$ cat src/rtl/nxt_dispatch_pkg.sv
`timescale 1ns/1ps
package nxt_dispatch_pkg;

    localparam int OFS_W = 4;

    typedef logic [OFS_W-1:0] ofs_t;

    // Dispatch offsets; the sequencer decodes these positions.
    localparam ofs_t OFS_IRQ_CYC = ofs_t'(0);
    localparam ofs_t OFS_HALT    = ofs_t'(2);
    localparam ofs_t OFS_METER   = ofs_t'(4);
    localparam ofs_t OFS_IRQ     = ofs_t'(6);
    localparam ofs_t OFS_TRACK   = ofs_t'(8);
    localparam ofs_t OFS_NORMAL  = ofs_t'(10);
    localparam ofs_t OFS_ACC     = ofs_t'(14);

    typedef struct packed {
        logic irq_cycle;
        logic run_on;
        logic meter_req;
        logic irq_req;
        logic track_en;
        logic trap_req;
        logic acc_src;
    } cond_t;

    function automatic logic ofs_legal(input ofs_t o);
        return (o == OFS_IRQ_CYC) || (o == OFS_HALT) || (o == OFS_METER) ||
               (o == OFS_IRQ) || (o == OFS_TRACK) || (o == (OFS_TRACK | ofs_t'(1))) ||
               (o == OFS_NORMAL) || (o == (OFS_NORMAL | ofs_t'(1))) ||
               (o == OFS_ACC) || (o == (OFS_ACC | ofs_t'(1)));
    endfunction

endpackage

$ cat src/rtl/nxt_prio_enc.sv
`timescale 1ns/1ps
module nxt_prio_enc
    import nxt_dispatch_pkg::*;
(
    input  cond_t cond,
    output ofs_t  ofs
);

    always_comb begin
        if (cond.irq_cycle) begin
            ofs = OFS_IRQ_CYC;
        end else if (!cond.run_on) begin
            ofs = OFS_HALT;
        end else if (cond.meter_req) begin
            ofs = OFS_METER;
        end else if (cond.irq_req) begin
            ofs = OFS_IRQ;
        end else if (cond.track_en) begin
            // trap folds into bit 0 so it is never dropped
            ofs = OFS_TRACK | ofs_t'(cond.trap_req);
        end else begin
            ofs = (cond.acc_src ? OFS_ACC : OFS_NORMAL) | ofs_t'(cond.trap_req);
        end
    end

endmodule

$ cat src/rtl/nxt_fetch_gate.sv
`timescale 1ns/1ps
module nxt_fetch_gate (
    input  logic clk,
    input  logic rst_n,
    input  logic fetch_go,
    input  logic req,
    output logic accept,
    output logic stall
);

    typedef struct packed {
        logic fetch;   // a fetch was issued last cycle
        logic held;    // a stalled request waits
    } gate_t;

    gate_t gate_d, gate_q;
    logic  pend;

    always_comb begin
        pend        = req | gate_q.held;
        stall       = pend & gate_q.fetch;
        accept      = pend & ~gate_q.fetch;
        gate_d      = gate_q;
        gate_d.fetch = fetch_go;
        gate_d.held  = stall;
    end

    always_ff @(posedge clk) begin
        if (!rst_n) begin
            gate_q <= '0;
        end else begin
            gate_q <= gate_d;
        end
    end

    // a stalled request is retried, never dropped
    assert_stall_retried_R9: assert property (@(posedge clk) disable iff (!rst_n)
        stall |=> (accept || stall));

    // no acceptance in the cycle right after a fetch
    assert_no_accept_after_fetch_R9: assert property (@(posedge clk) disable iff (!rst_n)
        fetch_go |=> !accept);

endmodule

$ cat src/rtl/nxt_dispatch.sv
`timescale 1ns/1ps
module nxt_dispatch
    import nxt_dispatch_pkg::*;
(
    input  logic             clk,
    input  logic             rst_n,
    input  logic             disp_req,
    input  logic             fetch_go,
    input  logic             irq_cycle,
    input  logic             run_on,
    input  logic             meter_req,
    input  logic             irq_req,
    input  logic             track_en,
    input  logic             trap_req,
    input  logic             acc_src,
    output logic [OFS_W-1:0] disp_ofs,
    output logic             disp_valid,
    output logic             stall
);

    typedef struct packed {
        ofs_t ofs;
        logic vld;
    } out_t;

    cond_t cond;
    ofs_t  enc_ofs;
    logic  accept;
    out_t  out_d, out_q;

    assign cond = '{irq_cycle: irq_cycle, run_on: run_on, meter_req: meter_req,
                    irq_req: irq_req, track_en: track_en, trap_req: trap_req,
                    acc_src: acc_src};

    nxt_prio_enc u_enc (
        .cond (cond),
        .ofs  (enc_ofs)
    );

    nxt_fetch_gate u_gate (
        .clk      (clk),
        .rst_n    (rst_n),
        .fetch_go (fetch_go),
        .req      (disp_req),
        .accept   (accept),
        .stall    (stall)
    );

    always_comb begin
        out_d     = out_q;
        out_d.vld = accept;
        if (accept) begin
            out_d.ofs = enc_ofs;
        end
    end

    always_ff @(posedge clk) begin
        if (!rst_n) begin
            out_q <= '0;
        end else begin
            out_q <= out_d;
        end
    end

    assign disp_ofs   = out_q.ofs;
    assign disp_valid = out_q.vld;

    // only the legal offset set leaves the block
    assert_ofs_legal_R8: assert property (@(posedge clk) disable iff (!rst_n)
        disp_valid |-> ofs_legal(disp_ofs));

    // interrupt cycle wins over everything
    assert_irq_cycle_first_R2: assert property (@(posedge clk) disable iff (!rst_n)
        accept && irq_cycle |=> disp_ofs == OFS_IRQ_CYC);

    // pending trap under tracking reaches the odd tracking offset
    assert_trap_kept_R6: assert property (@(posedge clk) disable iff (!rst_n)
        accept && run_on && !irq_cycle && !meter_req && !irq_req && track_en && trap_req
        |=> disp_ofs[0]);

    // a stalled cycle produces no strobe in the next cycle
    assert_stall_no_strobe_R9: assert property (@(posedge clk) disable iff (!rst_n)
        stall |=> !disp_valid);

    // with nothing requested and nothing held, no strobe follows
    assert_idle_quiet_R10: assert property (@(posedge clk) disable iff (!rst_n)
        !disp_req && !stall && !accept |=> !disp_valid);

endmodule

$ cat config.mk
export PLATFORM = sky130hd
export DESIGN_NAME = nxt_dispatch
export DESIGN_NICKNAME = d
export VERILOG_FILES = /design/src/rtl/nxt_dispatch_pkg.sv /design/src/rtl/nxt_prio_enc.sv /design/src/rtl/nxt_fetch_gate.sv /design/src/rtl/nxt_dispatch.sv
export SDC_FILE = /design/constraint.sdc
export NUM_CORES = 1
export LEC_CHECK = 0
export CORE_AREA = 2 2 39 41
export DETAILED_ROUTE_END_ITERATION = 7
export DIE_AREA = 0 0 41 43
export PLACE_DENSITY = 0.61
export SLEW_MARGIN = 20
export SYNTH_ARGS = -nofsm -noshare
export SYNTH_HDL_FRONTEND = slang
export SYNTH_SLANG_ARGS = --single-unit
$ cat constraint.sdc
create_clock -name clk -period 1.7 [get_ports clk]
set_clock_uncertainty 0.15 [all_clocks]
set_input_delay 0.34 -clock clk [delete_from_list [all_inputs] [get_ports clk]]
set_output_delay 0.34 -clock clk [all_outputs]
set_load 0.005 [all_outputs]
==> impl_metrics.yaml, run 1 <==
place:
  port_buffers: 16
  hpwl_um: 504
  place_area_um2: 513
  gp_congestion: 0.729
  dpl.cell_count: 66
worst_setup_path:
  regToRegSetupSlack_ps: 400
  start_kind: "input pin"
  path_max_fanout: 2
  worstSetupEndpointType: "flop"
  arrival_ps: 1600
  crit_type: "input pin to flop"
  critPathRequiredTime_ps: 1730
detailed_routing:
  vias_per_cell: 4.13
  wire_per_inst_um: 8.67
  antenna_left: 0
  vias: 289
  firstDrtPassIters: 1
  wirelength_um: 607
  post-route-drc-count: 0
  drt_iter0_drc: 0
die:
  initial_core_util_pct: 20.8
  rows: 14
  core_area_mm2: 0.00138
  die_w_um: 41
  die_y_um: 43
  ios: 17
  die_area_mm2: 0.00176
cells_and_area:
  antennaDiodeCount: 0
  fin_nets: 66
  final_cell_mix: "clkdlybuf4s50_1, dfxtp_1, buf_4"
  utilization_pct: 38.9
  final_cells: 70
  drive_above_1_share_pct: 25.9
  final_area_um2: 538
  layout_commonest_cell: "clkdlybuf4s50_1"
  area.growth.synth_to_final_pct: 87.0
  multi_input_area_um2: 140
  regArea_um2: 141
  nFillCells: 144
synth:
  ys_types: 15
  async_reset_ff_share_pct: 0
  synthFlopType: "dfxtp_1"
  syn_inst: 28
  synth.largest_area_cell: "dfxtp_1"
  ys_ff_latch: 7
  syn_nets: 39
  synth_top_area_share_pct: 48.7
  yosys-top-cells-area: "dfxtp_1, o21bai_4, o41ai_1"
  yosys_warnings: 0
  avgSynthCellArea_um2: 10.3
  synth-edff-count: 0
  syn_area_um2: 288
  ys_seq_area_share_pct: 48.7
timing:
  rsz0062_at_grt: "false"
  tightestPinTransition_ps: 263
  final-setup-viol-count: 0
  slew_violations: 0
  tns_ps: 0
  slew_headroom_pct: 82.2
  max_freq_mhz: 638
  period_needed_ps: 1570
  fin_crit_sh_pct: 92.2
  hold_violations: 0
clock_tree:
  numCtsBuffers: 3
  cts_resized: 3
  clkLatencyLatePin_ps: 240
  clockRootBuffer: "clkbuf_4"
  path_clk_slew_ps: 50
  holdBufCountCts: 0
  cts_setup_buffers: 0
  ctsLongestPathBuffers: 2
  clkSinkCount: 7
  cts_tree: "built"
  htreeDepth: 1
global_routing:
  overflow: 0
  antenna_found_initial: 0
  grt_max_degree: 8
  grt_pass1_vias: 297
  grt_pass1_wl_um: 1070
  gr-usage-all-layers_pct: 9.66
power_and_ir_drop:
  total_leakage_power_nw: 0.217
  power.switching_mw: 0.0823
  p_comb_share_pct: 17.5
  swShare_pct: 21.2
  clkPwrFrac_pct: 37.8
  p_total_mw: 0.388
  power.density_mw_per_mm2: 721
  seqPwrFrac_pct: 44.7
  ir_drop_mv: 0.274
  p_int_mw: 0.306
hold_path:
  min_path_type: "flop to flop"
run_status:
  outcome: "complete, no violations"
job:
  drv_cap: 0
-- per-stage QoR --
| step | hold slack [ps] | setup WS [ps] |
|---|---|---|
| after floorplan | 291 | 390 |
| after global placement | 310 | -295 |
| after detailed placement | 313 | -297 |
| after CTS | 321 | 123 |
| after global routing | 340 | 76.9 |
| final | 317 | 133 |
-- worst paths after layout --
path	from	endpoint	depth (start not counted)
worst max-delay path	run_on	disp_ofs[3]	4
worst min-delay path	disp_ofs[0]	disp_ofs[0]	2
worst max register to register	u_gate.gate_q[1]	disp_ofs[3]	3
worst min register to register	disp_ofs[0]	disp_ofs[0]	2
-- state kept, by name (all words and copies together) (netlist names) --
signal	cells
disp_valid	1
u_gate.gate_q	2
disp_ofs	4
-- per-layer routing --
metal	up-vias	global-route usage [%]	part of all wire [%]
li1	153	-	-
met1	126	10.7	44
met2	10	12.2	47
met3	0	4.71	8.2
met4	0	10.0	0
met5	-	0	0
-- critical path: stages --
cell             delay [ps]
clkdlybuf4s50_1         460
or2b_1                  240
or4_4                   440
a21oi_2                 120
-- kinds of logic (layout without fill, tap and decap cells) --
kind of cell / after synthesis / count (layout) / share of synthesized area, %
and+or+nand+nor: 11 / 11 / 22.2
buffers and inverters: 2 / 28 / 2.61
DFF: 7 / 7 / 48.7
AOI/OAI and AO/OA: 8 / 8 / 26.5
-- cell type report --
| class | instances | area share (%) |
|---|---|---|
| clock buffer | 4 | 4.88 |
| inverter | 2 | 1.40 |
| multi-input combinational | 19 | 26.0 |
| sequential | 7 | 26.3 |
| tap | 16 | 3.72 |
| timing repair buffer | 22 | 37.7 |
-- synth_stat cells (2+ instances only) --
master,count
inv_1,2
and2_1,2
o41ai_1,2
dfxtp_1,7
o21a_1,2
nand3_1,3
nand2_1,2
-- power by group through the flow --
stage	Clock [mW]	Combinational, mW	Sequential (mW)
CTS	0.155	0.0685	0.174
floorplan	0	0.0183	0.177
finish	0.147	0.0678	0.174
global route	0.176	0.0732	0.174
detailed placement	0	0.0698	0.177
global placement	0	0.0697	0.177
No activity file was read; power rests on OpenSTA's default activity.
==> run 2: changes to the inputs <==
--- a/config.mk
+++ b/config.mk
@@ -8,6 +8,7 @@
 export CORE_AREA = 2 2 39 41
 export DETAILED_ROUTE_END_ITERATION = 7
 export DIE_AREA = 0 0 41 43
+export GPL_TIMING_DRIVEN = 0
 export PLACE_DENSITY = 0.61
 export SLEW_MARGIN = 20
 export SYNTH_ARGS = -nofsm -noshare
==> run 2 against run 1 <==
  * Core utilization decreased by 3.2 points
  * Count of clock-buffer cells in the layout unchanged
  * First-iteration DRC count increased by 4
  * Critical path depth unchanged
  * Combinational power decreased by 17%
  * Sequential power about the same
  * Critical endpoint unchanged
==> impl_metrics.yaml, run 2 (synthesis results as in run 1) <==
run_status:
  outcome: "complete, no violations"
detailed_routing:
  vias_per_cell: 4.14
  wire_per_inst_um: 8.56
  firstDrtPassIters: 4
  antenna_left: 0
  wirelength_um: 548
  vias: 265
  drt_iter0_drc: 4
  post-route-drc-count: 0
timing:
  tightestPinTransition_ps: 261
  final-setup-viol-count: 0
  hold_violations: 0
  fin_crit_sh_pct: 92.6
  period_needed_ps: 1570
  max_freq_mhz: 635
  rsz0062_at_grt: "false"
  slew_headroom_pct: 82.4
  slew_violations: 0
  tns_ps: 0
cells_and_area:
  fin_nets: 60
  layout_commonest_cell: "clkdlybuf4s50_1"
  final_cell_mix: "clkdlybuf4s50_1, dfxtp_1, nand3_1, clkbuf_4"
  drive_above_1_share_pct: 16.7
  final_area_um2: 494
  area.growth.synth_to_final_pct: 71.7
  utilization_pct: 35.7
  nFillCells: 152
  largest_reg_flops: 4
  antennaDiodeCount: 0
global_routing:
  grt_pass1_vias: 248
  grt_max_degree: 9
  overflow: 0
  grt_pass1_wl_um: 890
  antenna_found_initial: 0
  gr-usage-all-layers_pct: 7.85
hold_path:
  min_path_type: "flop to flop"
die:
  rows: 14
  die_w_um: 41
  die_area_mm2: 0.00176
  initial_core_util_pct: 20.8
  die_y_um: 43
  core_area_mm2: 0.00138
  ios: 17
worst_setup_path:
  arrival_ps: 1610
  crit_type: "input pin to flop"
  path_max_fanout: 2
  start_kind: "input pin"
  worstSetupEndpointType: "flop"
  critPathRequiredTime_ps: 1730
clock_tree:
  cts_tree: "built"
  clkSinkCount: 7
  clkLatencyLatePin_ps: 240
  htreeDepth: 1
  path_clk_slew_ps: 50
  cts_setup_buffers: 0
  ctsLongestPathBuffers: 2
  numCtsBuffers: 3
  clockRootBuffer: "clkbuf_4"
job:
  drv_cap: 0
place:
  place_area_um2: 468
  hpwl_um: 446
  gp_congestion: 0.691
  port_buffers: 16
power_and_ir_drop:
  ir_drop_mv: 0.375
  power.density_mw_per_mm2: 762
  total_leakage_power_nw: 0.188
run 2: per-layer routing:
layer  part of all wire [%]  up-vias  global-route usage [%]
met1                     43      114                    9.06
met4                    2.6        0                    8.00
li1                       -      139                       -
met2                     45       10                    10.0
met3                    8.9        2                    3.14
met5                      0        -                       0
run 2: metrics by stage:
step	hold WS, ps	cells	worst slack (ps)	total power, mW
3_5_place_dp	314	60	-300	0.235
6_report	317	64	125	0.376
3_3_place_gp	309	60	-301	0.235
4_1_cts	322	64	124	0.381
5_1_grt	350	64	82.5	0.389
2_1_floorplan	291	28	390	0.195
run 2: path summary, 6_finish.rpt:
path              slack (ps)  cells after the start          end        startpoint
setup / recovery         130                      4  disp_ofs[3]            run_on
hold / removal           320                      2  disp_ofs[0]       disp_ofs[0]
setup reg to reg         360                      3  disp_ofs[3]  u_gate.gate_q[1]
hold reg to reg          320                      2  disp_ofs[0]       disp_ofs[0]
run 2: critical path, cell delays in order:
cell and delay [ps]:
clkdlybuf4s50_1 470, or2b_1 240, or4_4 430, a21oi_2 120
run 2: report_power, final:
| group | leakage (nW) | internal (mW) | switching [mW] |
|---|---|---|---|
| clock | 0.0150 | 0.0893 | 0.0569 |
| combinational | 0.115 | 0.0371 | 0.0196 |
| sequential | 0.0577 | 0.171 | 0.00284 |
| total | 0.188 | 0.297 | 0.0794 |
run 2: cell type report:
cell class | count | area (µm²) | share of cell area (%)
well taps | 16 | 20.0 | 4.05
clock buffers | 4 | 26.3 | 5.32
multi-input cells | 19 | 140 | 28.4
repair buffers | 16 | 159 | 32.2
flip-flops and latches | 7 | 141 | 28.6
inverters | 2 | 7.51 | 1.52
run 2: timing repair:
| action | in CTS | in global routing |
|---|---|---|
| endpoints found under the setup margin | 1 | 0 |
| resized for setup | 4 | 0 |
| hold buffers | 0 | 0 |
